`src/rtl/cfgdec_pkg.sv`:
```
package cfgdec_pkg;
    localparam int BUS_W  = 8;
    localparam int DEV_W  = 5;
    localparam int FN_W   = 3;
    localparam int OFF_W  = 8;
    localparam int DW     = 32;
    localparam int BE_W   = DW / 8;
    localparam int DID_W  = 16;
    localparam int NUM_FN = 11;
    localparam int IDX_W  = $clog2(NUM_FN);
    localparam int DWI_W  = OFF_W - 2;

    // dword indices of the implemented registers
    localparam logic [DWI_W-1:0] DWI_ID    = 6'h00;
    localparam logic [DWI_W-1:0] DWI_CLASS = 6'h02;
    localparam logic [DWI_W-1:0] DWI_SCR   = 6'h10;

    typedef enum logic [1:0] {
        ST_IDLE = 2'd0,
        ST_EXEC = 2'd1,
        ST_RESP = 2'd2
    } state_e;
endpackage

```
`src/rtl/cfgdec_fn_lookup.sv`:
```
module cfgdec_fn_lookup
    import cfgdec_pkg::*;
(
    input  logic [BUS_W-1:0] bus,
    input  logic [DEV_W-1:0] dev,
    input  logic [FN_W-1:0]  fn,
    output logic             hit,
    output logic [IDX_W-1:0] idx,
    output logic [DID_W-1:0] did
);
    logic             tbl_hit;
    logic [IDX_W-1:0] tbl_idx;
    logic [DID_W-1:0] tbl_did;

    always_comb begin
        tbl_hit = 1'b1;
        tbl_idx = '0;
        tbl_did = '0;
        case ({dev, fn})
            {5'd0,  3'd0}: begin tbl_idx = 4'd0;  tbl_did = 16'hD130; end
            {5'd3,  3'd0}: begin tbl_idx = 4'd1;  tbl_did = 16'hD138; end
            {5'd4,  3'd0}: begin tbl_idx = 4'd2;  tbl_did = 16'hD139; end
            {5'd5,  3'd0}: begin tbl_idx = 4'd3;  tbl_did = 16'hD13A; end
            {5'd6,  3'd0}: begin tbl_idx = 4'd4;  tbl_did = 16'hD13B; end
            {5'd8,  3'd0}: begin tbl_idx = 4'd5;  tbl_did = 16'hD155; end
            {5'd8,  3'd1}: begin tbl_idx = 4'd6;  tbl_did = 16'hD156; end
            {5'd8,  3'd2}: begin tbl_idx = 4'd7;  tbl_did = 16'hD157; end
            {5'd8,  3'd3}: begin tbl_idx = 4'd8;  tbl_did = 16'hD158; end
            {5'd16, 3'd0}: begin tbl_idx = 4'd9;  tbl_did = 16'hD150; end
            {5'd16, 3'd1}: begin tbl_idx = 4'd10; tbl_did = 16'hD151; end
            default:       tbl_hit = 1'b0;
        endcase
    end

    // only bus zero is claimed
    assign hit = tbl_hit && (bus == '0);
    assign idx = tbl_idx;
    assign did = tbl_did;
endmodule

```
`src/rtl/cfgdec_scratch_bank.sv`:
```
module cfgdec_scratch_bank
    import cfgdec_pkg::*;
#(
    parameter logic [DW-1:0] RSVD_MASK = 32'h8000_0000
) (
    input  logic             clk,
    input  logic             rst,
    input  logic             wr_en,
    input  logic [IDX_W-1:0] wr_idx,
    input  logic [BE_W-1:0]  wr_be,
    input  logic [DW-1:0]    wr_data,
    input  logic [IDX_W-1:0] rd_idx,
    output logic [DW-1:0]    rd_data
);
    logic [NUM_FN-1:0][DW-1:0] bank;

    for (genvar g = 0; g < NUM_FN; g++) begin : g_fn
        logic [DW-1:0] scr_q;
        always_ff @(posedge clk) begin
            if (rst) begin
                scr_q <= '0;
            end else if (wr_en && wr_idx == IDX_W'(g)) begin
                for (int b = 0; b < BE_W; b++) begin
                    if (wr_be[b])
                        scr_q[b*8 +: 8] <= wr_data[b*8 +: 8] & ~RSVD_MASK[b*8 +: 8];
                end
            end
        end
        assign bank[g] = scr_q;
    end

    assign rd_data = (rd_idx < IDX_W'(NUM_FN)) ? bank[rd_idx] : '0;
endmodule

```
`src/rtl/cfgdec_resp_build.sv`:
```
module cfgdec_resp_build
    import cfgdec_pkg::*;
#(
    parameter logic [DID_W-1:0] VENDOR_ID = 16'h1B2C,
    parameter logic [DW-1:0]    CLASS_REV = 32'h0600_0000
) (
    input  logic             is_write,
    input  logic             claimed,
    input  logic [DWI_W-1:0] dwi,
    input  logic [DID_W-1:0] did,
    input  logic [DW-1:0]    scr_val,
    output logic [DW-1:0]    data,
    output logic             status,
    output logic             scr_we
);
    always_comb begin
        data   = '0;
        status = 1'b0;
        scr_we = 1'b0;
        if (!claimed) begin
            if (!is_write) begin
                data   = '1;
                status = 1'b1;
            end
        end else if (is_write) begin
            scr_we = (dwi == DWI_SCR);
        end else begin
            case (dwi)
                DWI_ID:    data = {did, VENDOR_ID};
                DWI_CLASS: data = CLASS_REV;
                DWI_SCR:   data = scr_val;
                default:   data = '0;
            endcase
        end
    end
endmodule

```
`src/rtl/cfgdec_top.sv`:
```
module cfgdec_top
    import cfgdec_pkg::*;
#(
    parameter logic [DID_W-1:0] VENDOR_ID     = 16'h1B2C,
    parameter logic [DW-1:0]    CLASS_REV     = 32'h0600_0000,
    parameter logic [DW-1:0]    SCR_RSVD_MASK = 32'h8000_0000
) (
    input  logic             clk,
    input  logic             rst,
    input  logic             req_valid,
    output logic             req_ready,
    input  logic             req_write,
    input  logic [BUS_W-1:0] req_bus,
    input  logic [DEV_W-1:0] req_dev,
    input  logic [FN_W-1:0]  req_fn,
    input  logic [OFF_W-1:0] req_off,
    input  logic [BE_W-1:0]  req_be,
    input  logic [DW-1:0]    req_wdata,
    output logic             rsp_valid,
    input  logic             rsp_ready,
    output logic [DW-1:0]    rsp_rdata,
    output logic             rsp_status
);
    state_e state_q, state_d;

    logic             rq_write;
    logic [BUS_W-1:0] rq_bus;
    logic [DEV_W-1:0] rq_dev;
    logic [FN_W-1:0]  rq_fn;
    logic [DWI_W-1:0] rq_dwi;
    logic [BE_W-1:0]  rq_be;
    logic [DW-1:0]    rq_wdata;

    logic             fn_hit;
    logic [IDX_W-1:0] fn_idx;
    logic [DID_W-1:0] fn_did;
    logic [DW-1:0]    scr_val;
    logic [DW-1:0]    bld_data;
    logic             bld_status;
    logic             bld_scr_we;

    logic             accept;
    logic             in_exec;
    logic [DW-1:0]    rdata_q;
    logic             status_q;

    cfgdec_fn_lookup u_lookup (
        .bus (rq_bus),
        .dev (rq_dev),
        .fn  (rq_fn),
        .hit (fn_hit),
        .idx (fn_idx),
        .did (fn_did)
    );

    cfgdec_scratch_bank #(
        .RSVD_MASK (SCR_RSVD_MASK)
    ) u_scratch (
        .clk     (clk),
        .rst     (rst),
        .wr_en   (in_exec && bld_scr_we),
        .wr_idx  (fn_idx),
        .wr_be   (rq_be),
        .wr_data (rq_wdata),
        .rd_idx  (fn_idx),
        .rd_data (scr_val)
    );

    cfgdec_resp_build #(
        .VENDOR_ID (VENDOR_ID),
        .CLASS_REV (CLASS_REV)
    ) u_build (
        .is_write (rq_write),
        .claimed  (fn_hit),
        .dwi      (rq_dwi),
        .did      (fn_did),
        .scr_val  (scr_val),
        .data     (bld_data),
        .status   (bld_status),
        .scr_we   (bld_scr_we)
    );

    // state register
    always_ff @(posedge clk) begin
        if (rst) state_q <= ST_IDLE;
        else     state_q <= state_d;
    end

    // next state and outputs
    always_comb begin
        state_d   = state_q;
        req_ready = 1'b0;
        rsp_valid = 1'b0;
        in_exec   = 1'b0;
        unique case (state_q)
            ST_IDLE: begin
                req_ready = !rst;
                if (req_valid && !rst) state_d = ST_EXEC;
            end
            ST_EXEC: begin
                in_exec = 1'b1;
                state_d = ST_RESP;
            end
            ST_RESP: begin
                rsp_valid = 1'b1;
                if (rsp_ready) state_d = ST_IDLE;
            end
            default: state_d = ST_IDLE;
        endcase
    end

    assign accept = req_valid && req_ready;

    // request capture and completion registers
    always_ff @(posedge clk) begin
        if (rst) begin
            rq_write <= 1'b0;
            rq_bus   <= '0;
            rq_dev   <= '0;
            rq_fn    <= '0;
            rq_dwi   <= '0;
            rq_be    <= '0;
            rq_wdata <= '0;
            rdata_q  <= '0;
            status_q <= 1'b0;
        end else begin
            if (accept) begin
                rq_write <= req_write;
                rq_bus   <= req_bus;
                rq_dev   <= req_dev;
                rq_fn    <= req_fn;
                rq_dwi   <= req_off[OFF_W-1:2];
                rq_be    <= req_be;
                rq_wdata <= req_wdata;
            end
            if (in_exec) begin
                rdata_q  <= bld_data;
                status_q <= bld_status;
            end
        end
    end

    assign rsp_rdata  = rdata_q;
    assign rsp_status = status_q;
endmodule

```
`config.mk`:
```
export PLATFORM = sky130hd
export DESIGN_NAME = cfgdec_top
export DESIGN_NICKNAME = d
export VERILOG_FILES = /design/src/rtl/cfgdec_pkg.sv /design/src/rtl/cfgdec_fn_lookup.sv /design/src/rtl/cfgdec_scratch_bank.sv /design/src/rtl/cfgdec_resp_build.sv /design/src/rtl/cfgdec_top.sv
export SDC_FILE = /design/constraint.sdc
export NUM_CORES = 1
export LEC_CHECK = 0
export BUFFER_PORTS_ARGS = -buffer_cell sky130_fd_sc_hd__clkbuf_2
export CORE_AREA = 2 2 180 182
export DETAILED_ROUTE_END_ITERATION = 7
export DIE_AREA = 0 0 182 184
export GPL_ROUTABILITY_DRIVEN = 0
export GPL_TIMING_DRIVEN = 0
export PLACE_DENSITY_LB_ADDON = 0.05
export RECOVER_POWER = 25
export SLEW_MARGIN = 15
export SYNTH_ARGS = -nofsm -noshare
export SYNTH_HDL_FRONTEND = slang
export SYNTH_SLANG_ARGS = --single-unit
export TNS_END_PERCENT = 20
```
`constraint.sdc`:
```
create_clock -name clk -period 3.36 [get_ports clk]
set_clock_uncertainty 0.15 [all_clocks]
set_input_delay 0.504 -clock clk [delete_from_list [all_inputs] [get_ports clk]]
set_output_delay 0.504 -clock clk [all_outputs]
set_load 0.01 [all_outputs]
```
==> metrics.txt <==
post-synthesis sequential area ratio=45.6%; Avg Cell Area, Syn=7.64 sq um; failing checks=DRC, setup timing; core box area=0.0314 sq mm; cell count after synthesis=2492; Comb power frac=11.0%; hold-fix buffers at CTS=0; largest family of logic cells by synthesized area=simple AND/OR/NAND/NOR gates; area leader, netlist=dfxtp_1; mux cell area share after synthesis=3.21%; post-synthesis simple-gate area fraction=24.4%; root buf cell=clkbuf_16; drt wl/cell=25.1 microns; R2R depth=9; CP Capture Type=flip-flop; worst setup margin=-0.210 ns; CP max FO=10; drt pass-1 iters=8; Int Pwr=0.00830 W; row count=65; CP endpoint=rsp_rdata[13]; Final Cycle Share=106%; WP data required=3.68 ns; asr flop ratio synth=0%; Worst Setup Path Type=reg -> reg; worst slew pin tran=1.31 ns; first-pass GRT wire length=114000 microns; pwr dens=515 mW/mm^2; Hold Violations, Final=0; total number of vias=20721; Routed Antenna Nets=0; worst flop-to-flop path startpoint=rq_fn[1]; Die Wd=182 microns; Slew Viols, Final=0; DP Cell Count=2989; Mapped Nets=2557; worst hold slack=0.0111 ns; antenna violations before repair=4; DRC viols=2; Via density=6.71; FF-to-FF End=rsp_rdata[13]; sequential power share=46.3%; EDFF count, synth=0; crit path time final=3.57 ns; relative slew slack=12.2%; CTS tree=yes; unrepaired setup endpoints after global routing=yes; VDD IR max=0.396 mV; fin cells=3087; synth warn=0; max-cap violations=0; worst setup path start=rq_fn[1]; Total GRT Usage=45.0%; Clk pin slew, worst setup/hold paths=0.06 ns; area grow syn2layout=16.3%; dpl hpwl=56200 microns; Synth Area in Adders=0%; status=finished with violations; compound-cell area share of the yosys netlist=21.1%; vias in the first global route=18994; Static Leak=7.19 nW; xor and xnor area share after synthesis=0.184%; R2R setup slack=-0.21 ns; top_reg_cell synth=dfxtp_1; Starting Density=60.6%; count of state elements after synthesis=434; final setup fails=42; top cells by area, synth=dfxtp_1 46%, nand2_1 13%, a21oi_1 11%; DIE HEIGHT=184 microns; Die ar.=0.0335 sq mm; layout cells sized above 1=12.1%; H-tree Lvls=2; largest net degree at the start of global routing=14; port bufs=95; Switch Pwr=0.00310 W; HP Class=in -> reg; final net count=2716; Yosys top cell area share=45.6%; crit path DAT=3.89 ns; starting DRC count in detailed routing=3632; Synth cell types=67; clk sinks=434; startpoint class of the critical path=flip-flop; TritonCTS Buffers=45; Clk pwr share=42.6%; grt ovf=0; later-pin clock latency in the skew report=0.56 ns; WL final=77600 microns; Sw Share=27.2%; Max Clock Freq=0.280 GHz; # IOs=100; CTS max path bufs=3; Post-Syn Area=0.0190 sq mm
[logic make-up after synthesis]
| logic type | Yosys count |
|---|---|
| and+or+nand+nor | 1070 |
| AOI/OAI and AO/OA | 687 |
| DFF | 434 |
| buffers and inverters | 237 |
| muxes | 60 |
| xor gates and xnor gates | 4 |
[worst max-delay path, cell delays in order (launching register included)]
cell	delay, ns
dfxtp_1	0.32
clkbuf_2	0.21
or4bb_1	0.58
a211oi_4	0.41
nor2_1	0.15
buf_2	0.31
buf_2	0.30
a2111oi_1	0.48
o21ai_0	0.27
a211oi_1	0.30
[metrics by stage]
step	TNS [ns]	power [W]	util (%)	setup slack, ns	area (sq um)
detailed placement	-99.68	0.00648	63.8	-0.976	20000
global route	-7.39	0.0116	70.5	-0.139	22100
floorplan	0	0.00597	-	0.434	19000
CTS	-4.44	0.0112	69.5	-0.114	21800
finish	-1.61	0.0114	70.5	-0.210	22100
global placement	-115.55	0.00647	63.8	-0.926	20000
[layout by cell type, fill, tap and decap left out, drive strengths merged, types with 6 or more instances in the layout]
master / count
nand2: 639
dfxtp: 434
a21oi: 427
clkbuf: 347
nand3: 245
o21ai: 94
nor2: 92
buf: 69
mux2i: 52
nor3: 44
a2111oi: 24
o22a: 17
a311oi: 15
o32ai: 14
a31oi: 13
a211oi: 12
a221oi: 12
o221ai: 11
nor4: 11
a21boi: 10
nand2b: 9
mux2: 8
or2: 8
clkinv: 7
o221a: 6
[timing repair]
item | CTS | global route
pin swaps | 8 | 7
cloned | 0 | 0
setup endpoints to repair | 359 | 305
resized for setup | 119 | 75
setup buffers | 7 | 11
[metal layers]
| layer | share of wire (%) | track usage [%] | vias to the layer above |
|---|---|---|---|
| li1 | - | - | 9017 |
| met1 | 36 | 59.0 | 9497 |
| met2 | 41 | 65.6 | 1794 |
| met3 | 16 | 14.0 | 407 |
| met4 | 6.7 | 26.0 | 6 |
| met5 | 0.057 | 0 | - |
[flip-flops by register name, summed over array words and instances (netlist names)]
register and flops:
rsp_status 1, u_scratch.g_fn.scr_q 341, rq_wdata 31, state_q 2
rq_bus 8, rq_dwi 6, rq_be 4, rq_write 1
rq_dev 5, rsp_rdata 32, rq_fn 3
[layout make-up]
class | count | area, sq um
Multi-Input combinational cell | 1821 | 9750
Fill cell | 2654 | 9260
Sequential cell | 434 | 8690
Clock buffer | 71 | 1370
Buffer | 231 | 1170
Timing Repair Buffer | 114 | 584
Tap cell | 402 | 503
Clock inverter | 8 | 43.8
Inverter | 4 | 15.0
Antenna cell | 2 | 5.00
[worst min-delay path by stage]
stage	start	endpoint	slack, ns	depth (start not counted)
3_5_place_dp	u_scratch.g_fn[10].scr_q[14]	u_scratch.g_fn[10].scr_q[14]	0.30	2
4_1_cts	req_wdata[10]	rq_wdata[10]	0.01	3
5_1_grt	req_wdata[6]	rq_wdata[6]	0.03	3
2_1_floorplan	rq_dwi[5]	rq_dwi[5]	0.28	2
6_report	req_wdata[6]	rq_wdata[6]	0.01	3
3_3_place_gp	u_scratch.g_fn[10].scr_q[18]	u_scratch.g_fn[10].scr_q[18]	0.29	2
[synthesized netlist by cell type (14+ instances only)]
library cell,instances
nand2_1,638
dfxtp_1,434
a21oi_1,427
nand3_1,245
clkbuf_1,175
o21ai_0,91
nor2_1,86
mux2i_1,52
nor3_1,43
buf_2,26
a2111oi_0,23
o22a_1,17
a311oi_1,15
o32ai_1,14
[power groups by stage]
stage | Clock [W] | Sequential (W) | Combinational [W]
2_1_floorplan | 0 | 0.00538 | 0.000593
3_3_place_gp | 0 | 0.00539 | 0.00108
3_5_place_dp | 0 | 0.00539 | 0.00110
4_1_cts | 0.00480 | 0.00528 | 0.00115
5_1_grt | 0.00501 | 0.00528 | 0.00127
6_report | 0.00486 | 0.00528 | 0.00126
(Power assumes the default switching activity.)
